<file path="src/rtl/ddr_init_pkg.sv">
package ddr_init_pkg;

  // Strobe order {cs_n, ras_n, cas_n, we_n}
  localparam logic [3:0] CMD_NOP  = 4'b0111;
  localparam logic [3:0] CMD_MODE = 4'b0000;
  localparam logic [3:0] CMD_PRE  = 4'b0010;
  localparam logic [3:0] CMD_REF  = 4'b0001;

  // Address bit positions the memory decodes
  localparam int DLL_OFF_BIT = 0;
  localparam int DLL_RST_BIT = 8;
  localparam int ALL_BANK_BIT = 10;

  typedef enum logic [2:0] {
    ST_PWRUP,
    ST_CKE,
    ST_EXTMODE,
    ST_DLLRST,
    ST_PREALL,
    ST_REFRESH,
    ST_OPMODE,
    ST_DONE
  } step_t;

  function automatic int imax(input int a, input int b);
    return (a > b) ? a : b;
  endfunction

endpackage

</file>
<file path="src/rtl/ddr_init_timer.sv">
module ddr_init_timer #(
  parameter int W    = 8,
  parameter int INIT = 0
) (
  input  logic         clk,
  input  logic         rst,
  input  logic         load_i,
  input  logic [W-1:0] val_i,
  output logic         zero_o
);

  logic [W-1:0] cnt_q;

  always_ff @(posedge clk) begin
    if (rst)                 cnt_q <= W'(INIT);
    else if (load_i)         cnt_q <= val_i;
    else if (cnt_q != '0)    cnt_q <= cnt_q - 1'b1;
  end

  assign zero_o = (cnt_q == '0);

  // A loaded count must hold off expiry for at least one cycle
  p_load_holds_r9: assert property (@(posedge clk) disable iff (rst)
    (load_i && val_i != '0) |=> !zero_o);

endmodule

</file>
<file path="src/rtl/ddr_init_lock.sv">
module ddr_init_lock #(
  parameter int LOCK_CYC = 200
) (
  input  logic clk,
  input  logic rst,
  input  logic start_i,
  output logic ok_o
);

  localparam int LW = $clog2(LOCK_CYC + 1);

  logic          armed_q;
  logic [LW-1:0] cnt_q;

  always_ff @(posedge clk) begin
    if (rst) begin
      armed_q <= 1'b0;
      cnt_q   <= '0;
    end else if (start_i) begin
      armed_q <= 1'b1;
      cnt_q   <= LW'(LOCK_CYC - 1);
    end else if (armed_q && cnt_q != '0) begin
      cnt_q <= cnt_q - 1'b1;
    end
  end

  assign ok_o = armed_q && (cnt_q == '0);

  // Once the lock window has elapsed it stays elapsed
  p_lock_sticky_r11: assert property (@(posedge clk) disable iff (rst)
    (ok_o && !start_i) |=> ok_o);

  // Starting the window never reports lock on the next cycle unless it is one cycle long
  p_lock_start_r5: assert property (@(posedge clk) disable iff (rst)
    start_i |=> (ok_o == (LOCK_CYC == 1)));

endmodule

</file>
<file path="src/rtl/ddr_init_drive.sv">
module ddr_init_drive
  import ddr_init_pkg::*;
#(
  parameter int                ADDR_W     = 12,
  parameter int                BANK_W     = 2,
  parameter logic [ADDR_W-1:0] EXT_MODE   = '0,
  parameter logic [ADDR_W-1:0] FINAL_MODE = '0
) (
  input  logic              clk,
  input  logic              rst,
  input  step_t             step_i,
  input  logic              fresh_i,
  input  logic              done_i,
  output logic              cke_o,
  output logic [3:0]        cmd_o,
  output logic [BANK_W-1:0] ba_o,
  output logic [ADDR_W-1:0] addr_o,
  output logic              done_o
);

  localparam logic [ADDR_W-1:0] ONE_HOT_RST = ADDR_W'(1) << DLL_RST_BIT;
  localparam logic [ADDR_W-1:0] ONE_HOT_AP  = ADDR_W'(1) << ALL_BANK_BIT;
  localparam logic [ADDR_W-1:0] ONE_HOT_DLL = ADDR_W'(1) << DLL_OFF_BIT;
  localparam logic [ADDR_W-1:0] EXT_WORD    = EXT_MODE & ~ONE_HOT_DLL;
  localparam logic [ADDR_W-1:0] RST_WORD    = FINAL_MODE | ONE_HOT_RST;
  localparam logic [ADDR_W-1:0] OP_WORD     = FINAL_MODE & ~ONE_HOT_RST;

  logic [3:0]        cmd_d;
  logic [BANK_W-1:0] ba_d;
  logic [ADDR_W-1:0] addr_d;

  always_comb begin
    cmd_d  = CMD_NOP;
    ba_d   = '0;
    addr_d = '0;
    if (fresh_i) begin
      case (step_i)
        ST_EXTMODE: begin
          cmd_d  = CMD_MODE;
          ba_d   = BANK_W'(1);
          addr_d = EXT_WORD;
        end
        ST_DLLRST: begin
          cmd_d  = CMD_MODE;
          addr_d = RST_WORD;
        end
        ST_PREALL: begin
          cmd_d  = CMD_PRE;
          addr_d = ONE_HOT_AP;
        end
        ST_REFRESH: cmd_d = CMD_REF;
        ST_OPMODE: begin
          cmd_d  = CMD_MODE;
          addr_d = OP_WORD;
        end
        default: cmd_d = CMD_NOP;
      endcase
    end
  end

  always_ff @(posedge clk) begin
    if (rst) begin
      cke_o  <= 1'b0;
      cmd_o  <= CMD_NOP;
      ba_o   <= '0;
      addr_o <= '0;
      done_o <= 1'b0;
    end else begin
      cke_o  <= (step_i != ST_PWRUP);
      cmd_o  <= cmd_d;
      ba_o   <= ba_d;
      addr_o <= addr_d;
      done_o <= done_i;
    end
  end

  p_pre_all_r6: assert property (@(posedge clk) disable iff (rst)
    (cmd_o == CMD_PRE) |-> addr_o[ALL_BANK_BIT]);

  p_ext_dll_on_r4: assert property (@(posedge clk) disable iff (rst)
    (cmd_o == CMD_MODE && ba_o == BANK_W'(1)) |-> !addr_o[DLL_OFF_BIT]);

endmodule

</file>
<file path="src/rtl/ddr_bringup_seq.sv">
module ddr_bringup_seq
  import ddr_init_pkg::*;
#(
  parameter int                CLK_MHZ      = 125,
  parameter int                PWRUP_US     = 200,
  parameter int                CKE_LEAD     = 2,
  parameter int                TMRD         = 2,
  parameter int                TRP          = 4,
  parameter int                TRFC         = 15,
  parameter int                NUM_REFRESH  = 2,
  parameter int                DLL_LOCK_CYC = 200,
  parameter int                ADDR_W       = 12,
  parameter int                BANK_W       = 2,
  parameter logic [ADDR_W-1:0] EXT_MODE     = '0,
  parameter logic [ADDR_W-1:0] FINAL_MODE   = 12'h032
) (
  input  logic              clk,
  input  logic              rst,
  output logic              mem_cke,
  output logic              mem_cs_n,
  output logic              mem_ras_n,
  output logic              mem_cas_n,
  output logic              mem_we_n,
  output logic [BANK_W-1:0] mem_ba,
  output logic [ADDR_W-1:0] mem_addr,
  output logic              init_done
);

  localparam int PWR_CYC = PWRUP_US * CLK_MHZ;
  localparam int GAP_MAX = imax(imax(CKE_LEAD, TMRD), imax(TRP, TRFC));
  localparam int TW      = $clog2(imax(PWR_CYC, GAP_MAX) + 1);
  localparam int RW      = $clog2(NUM_REFRESH + 1);

  step_t         step_q, step_d;
  logic          fresh_q, fresh_d;
  logic [RW-1:0] nref_q, nref_d;
  logic          tmr_load, tmr_zero;
  logic [TW-1:0] tmr_val;
  logic          lock_ok;
  logic [3:0]    cmd;

  always_comb begin
    step_d   = step_q;
    fresh_d  = 1'b0;
    nref_d   = nref_q;
    tmr_load = 1'b0;
    tmr_val  = '0;
    if (tmr_zero) begin
      unique case (step_q)
        ST_PWRUP: begin
          step_d   = ST_CKE;
          tmr_load = 1'b1;
          tmr_val  = TW'(CKE_LEAD - 1);
        end
        ST_CKE: begin
          step_d   = ST_EXTMODE;
          fresh_d  = 1'b1;
          tmr_load = 1'b1;
          tmr_val  = TW'(TMRD - 1);
        end
        ST_EXTMODE: begin
          step_d   = ST_DLLRST;
          fresh_d  = 1'b1;
          tmr_load = 1'b1;
          tmr_val  = TW'(TMRD - 1);
        end
        ST_DLLRST: begin
          step_d   = ST_PREALL;
          fresh_d  = 1'b1;
          tmr_load = 1'b1;
          tmr_val  = TW'(TRP - 1);
        end
        ST_PREALL: begin
          step_d   = ST_REFRESH;
          fresh_d  = 1'b1;
          nref_d   = RW'(1);
          tmr_load = 1'b1;
          tmr_val  = TW'(TRFC - 1);
        end
        ST_REFRESH: begin
          fresh_d  = 1'b1;
          tmr_load = 1'b1;
          if (nref_q < RW'(NUM_REFRESH)) begin
            nref_d  = nref_q + 1'b1;
            tmr_val = TW'(TRFC - 1);
          end else begin
            step_d  = ST_OPMODE;
            tmr_val = TW'(TMRD - 1);
          end
        end
        ST_OPMODE: step_d = ST_DONE;
        ST_DONE:   step_d = ST_DONE;
      endcase
    end
  end

  always_ff @(posedge clk) begin
    if (rst) begin
      step_q  <= ST_PWRUP;
      fresh_q <= 1'b0;
      nref_q  <= '0;
    end else begin
      step_q  <= step_d;
      fresh_q <= fresh_d;
      nref_q  <= nref_d;
    end
  end

  ddr_init_timer #(
    .W    (TW),
    .INIT (PWR_CYC - 1)
  ) u_timer (
    .clk    (clk),
    .rst    (rst),
    .load_i (tmr_load),
    .val_i  (tmr_val),
    .zero_o (tmr_zero)
  );

  ddr_init_lock #(
    .LOCK_CYC (DLL_LOCK_CYC)
  ) u_lock (
    .clk     (clk),
    .rst     (rst),
    .start_i (step_q == ST_DLLRST && fresh_q),
    .ok_o    (lock_ok)
  );

  ddr_init_drive #(
    .ADDR_W     (ADDR_W),
    .BANK_W     (BANK_W),
    .EXT_MODE   (EXT_MODE),
    .FINAL_MODE (FINAL_MODE)
  ) u_drive (
    .clk     (clk),
    .rst     (rst),
    .step_i  (step_q),
    .fresh_i (fresh_q),
    .done_i  (step_q == ST_DONE && lock_ok),
    .cke_o   (mem_cke),
    .cmd_o   (cmd),
    .ba_o    (mem_ba),
    .addr_o  (mem_addr),
    .done_o  (init_done)
  );

  assign {mem_cs_n, mem_ras_n, mem_cas_n, mem_we_n} = cmd;

  // Pin-level checks
  p_nop_while_cke_low_r2: assert property (@(posedge clk) disable iff (rst)
    !mem_cke |-> (cmd == CMD_NOP));

  p_cke_stays_high_r3: assert property (@(posedge clk) disable iff (rst)
    mem_cke |=> mem_cke);

  p_done_sticky_r11: assert property (@(posedge clk) disable iff (rst)
    init_done |=> init_done);

  p_done_idle_pins_r11: assert property (@(posedge clk) disable iff (rst)
    init_done |-> (mem_cke && cmd == CMD_NOP));

  p_done_after_lock_r11: assert property (@(posedge clk) disable iff (rst)
    init_done |-> lock_ok);

  p_refresh_gap_r10: assert property (@(posedge clk) disable iff (rst)
    (cmd == CMD_REF) |=> (cmd == CMD_NOP));

  p_single_refresh_step_r7: assert property (@(posedge clk) disable iff (rst)
    (step_q == ST_REFRESH) |-> (nref_q != '0 && nref_q <= RW'(NUM_REFRESH)));

  if (TMRD > 1) begin : g_mode_gap
    p_mode_gap_r9: assert property (@(posedge clk) disable iff (rst)
      (cmd == CMD_MODE) |=> (cmd == CMD_NOP));
  end

endmodule

</file>
<file path="config.mk">
export PLATFORM = sky130hd
export DESIGN_NAME = ddr_bringup_seq
export DESIGN_NICKNAME = d
export VERILOG_FILES = /design/src/rtl/ddr_init_pkg.sv /design/src/rtl/ddr_init_timer.sv /design/src/rtl/ddr_init_lock.sv /design/src/rtl/ddr_init_drive.sv /design/src/rtl/ddr_bringup_seq.sv
export SDC_FILE = /design/constraint.sdc
export NUM_CORES = 1
export LEC_CHECK = 0
export CORE_ASPECT_RATIO = 0.5
export CORE_MARGIN = 2
export CORE_UTILIZATION = 30
export DETAILED_ROUTE_END_ITERATION = 8
export GPL_ROUTABILITY_DRIVEN = 1
export PLACE_DENSITY_LB_ADDON = 0.15
export SYNTH_ARGS = -nofsm -noshare
export SYNTH_HDL_FRONTEND = slang
export SYNTH_HIERARCHICAL = 1
export SYNTH_SLANG_ARGS = --single-unit
</file>
<file path="constraint.sdc">
create_clock -name clk -period 6.51 [get_ports clk]
set_input_delay 0.9765 -clock clk [delete_from_list [all_inputs] [get_ports clk]]
set_output_delay 0.9765 -clock clk [all_outputs]
set_load 0.02 [all_outputs]
</file>
==> out/metrics.yaml <==
status: "completed"
dp_hpwl_microns: 2900
seq_power_share: 0.485
fp.dieH_microns: 63.5
start_kind: "register"
path_class: "reg2reg"
die_x_microns: 123
finalNetCount: 274
hold_viol_final: 0
syn_area_sq_um: 2130
fin_tns_setup_ns: 0
crit_chain: "inv_1 -> ha_1 -> nor2b_1 -> and2_2 -> nand2_1 -> inv_2 -> nand2b_1 -> inv_1 -> and3_2 -> inv_1 -> a21oi_1 -> o21a_1"
synthXorXnorAreaFrac: 0.0412
area_delta_synth_final_pct: 15.5
yosys.area_share.simple: 0.259
combinationalPowerShare: 0.036
hold_buffers: 0
cp_common_cell: "inv_1"
cp_max_fo: 20
gp_congestion: 0.761
synth_top_family_by_area: "simple AND/OR/NAND/NOR gates"
grt_max_degree: 33
endpoint_kind: "register"
cts_resized: 0
cts_setup_buffers: 0
initial_core_util: 0.314
diodes: 0
grt_use_met2: 0.180
setup_violations: 0
clkPwrFrac: 0.479
ir_drop_mv: 0.0968
syn_inst: 249
via_per_inst: 4.71
num_vias: 1701
die_area_sq_um: 7820
yosysUniqueCellTypes: 62
drv_slew: 0
synthMuxAreaShare: 0.0147
io_buffers: 12
routedWlPerCell_microns: 11.7
post-route-period-util: 0.436
dr.pass1.iters: 4
overflow: 0
slowest_stage: "inv_1"
io_pins: 22
finish.utilization: 0.362
relSlewSlack: 0.246
ant_nets: 0
drive_above_1_share: 0.112
worstPathArrival_ns: 3.07
grt_use_met1: 0.149
cts.htree.levels: 2
hp-class: "reg2reg"
seq_area_frac_synth: 0.367
synth_flop_cell: "dfxtp_1"
rsz0062_at_grt: "false"
finalCriticalPeriod_ns: 2.84
synth_most_common_cell: "dfxtp_1"
synth_seq_cells: 39
swShare: 0.224
yosys.area.top_type: "dfxtp_1"
cts_root_buffer: "clkbuf_16"
syn_avg_cell_area_sq_um: 8.54
fmax_ghz: 0.352
required_ns: 6.73
tightestPinTransition_ns: 1.12
clk_pin_slew_ns: 0.06
netlist.area_leader.share: 0.367
synth_compound_area_frac: 0.207
skew_ns: 0.00572
drc_errors: 0
cts.sinks: 39
numCtsBuffers: 5
std_cell_rows: 21
cts_tree: "built"
cellLeakagePower_nw: 0.872
max_stage_delay_ns: 0.45
synth.area.top_cells: "dfxtp_1, a21oi_1, buf_4, nor2_1, xnor2_1"
clock_latency_ns: 0.28
post-place-cells: 353
met3_usage: 0.0408
async_flop_share: 0
p_switching_mw: 0.112
antenna_found_initial: 0
synth_commonest_cells: "dfxtp_1, nor2_1, a21oi_1"
grt_usage: 0.116
power.density_nw_per_um2: 203
wl_microns: 4220
initialDrtViolationCount: 120
crit_family: "simple AND/OR/NAND/NOR gates"
grt_pass1_vias: 1551
fin_cells: 361
synth-edff-count: 0
maxCapViolCount: 0
worst-path-buf-inv: 4
busiest_layer: "met2"
clockBufferDepth: 2
synthAdderAreaFrac: 0.0235
fp.coreArea_sq_um: 6780
grt_pass1_wl_microns: 7190
ys_warn_count: 6
p_int_mw: 0.387
## flip-flops by register name, indices dropped and copies added (netlist names)
| register | count |
|---|---|
| u_drive/ba_o | 1 |
| u_drive/cke_o | 1 |
| u_lock/armed_q | 1 |
| u_timer/cnt_q | 15 |
| fresh_q | 1 |
| nref_q | 2 |
| step_q | 3 |
| u_lock/cnt_q | 8 |
| u_drive/done_o | 1 |
| u_drive/addr_o | 3 |
| u_drive/cmd_o | 3 |
## per-stage QoR
stage / hold slack (ns) / total power [mW] / worst slack [ns] / instance area [sq um]
floorplan: 0.452 / 0.264 / 4.09 / 2190
global placement: 0.472 / 0.265 / 3.81 / 2310
detailed placement: 0.508 / 0.265 / 3.71 / 2310
CTS: 0.517 / 0.509 / 3.68 / 2460
global route: 0.541 / 0.521 / 3.37 / 2460
finish: 0.519 / 0.498 / 3.67 / 2460
## routing by layer
metal	up-vias	wire, microns
li1	895	-
met1	768	2250
met2	33	1740
met3	5	176
met4	0	55
met5	-	0
## cell type report
type,instances,area (sq um)
multi-input combinational,195,1230
timing repair buffer,13,128
inverter,14,52.6
sequential,39,781
fill,710,4320
tap,92,115
clock buffer,5,125
clock inverter,3,20.0
## power by group through the flow
stage | Sequential (mW) | Combinational, mW | Clock [mW]
CTS | 0.241 | 0.0180 | 0.249
finish | 0.242 | 0.0180 | 0.239
floorplan | 0.246 | 0.0180 | 0
global placement | 0.247 | 0.0180 | 0
detailed placement | 0.247 | 0.0179 | 0
global route | 0.241 | 0.0203 | 0.259
## layout by cell type (no fill, tap or decap), types with 3 or more instances in the layout
master           instances
dfxtp_1                 39
nor2_1                  22
a21oi_1                 21
conb_1                  20
nand2_1                 13
inv_1                   13
o21ai_0                 12
clkdlybuf4s50_1         12
nor3_1                   8
xnor2_1                  8
nor2b_1                  7
nand3_1                  7
clkbuf_16                5
a211oi_1                 5
nand2b_1                 4
a31oi_1                  4
ha_1                     4
and3_1                   4
a21boi_0                 3
or3_1                    3
## final timing paths
| kind | from | endpoint | slack, ns | depth (start not counted) |
|---|---|---|---|---|
| worst min-delay path | u_lock/cnt_q[4] | u_lock/cnt_q[4] | 0.52 | 2 |
| worst min register to register | u_lock/cnt_q[4] | u_lock/cnt_q[4] | 0.52 | 2 |
| worst max register to register | u_timer/cnt_q[0] | u_timer/cnt_q[3] | 3.67 | 12 |
| worst max-delay path | u_timer/cnt_q[0] | u_timer/cnt_q[3] | 3.67 | 12 |
## worst register-to-register path: cells and delay by family (launching register included)
| family | cells | cell delay, ns |
|---|---|---|
| AND/OR/NAND/NOR | 5 | 1.27 |
| adder cells (fa/ha/maj) | 1 | 0.17 |
| flip-flops | 1 | 0.31 |
| AO/OA/AOI/OAI | 2 | 0.25 |
| buffers and inverters | 4 | 0.79 |
## cell families after synthesis
kind of cell,after synthesis
AO/OA/AOI/OAI,64
AND/OR/NAND/NOR,94
buffers and inverters,33
multiplexers,3
flip-flops,39
adder cells (fa/ha/maj),4
XOR/XNOR,10
other,2
Power figures use the tool's default switching activity.
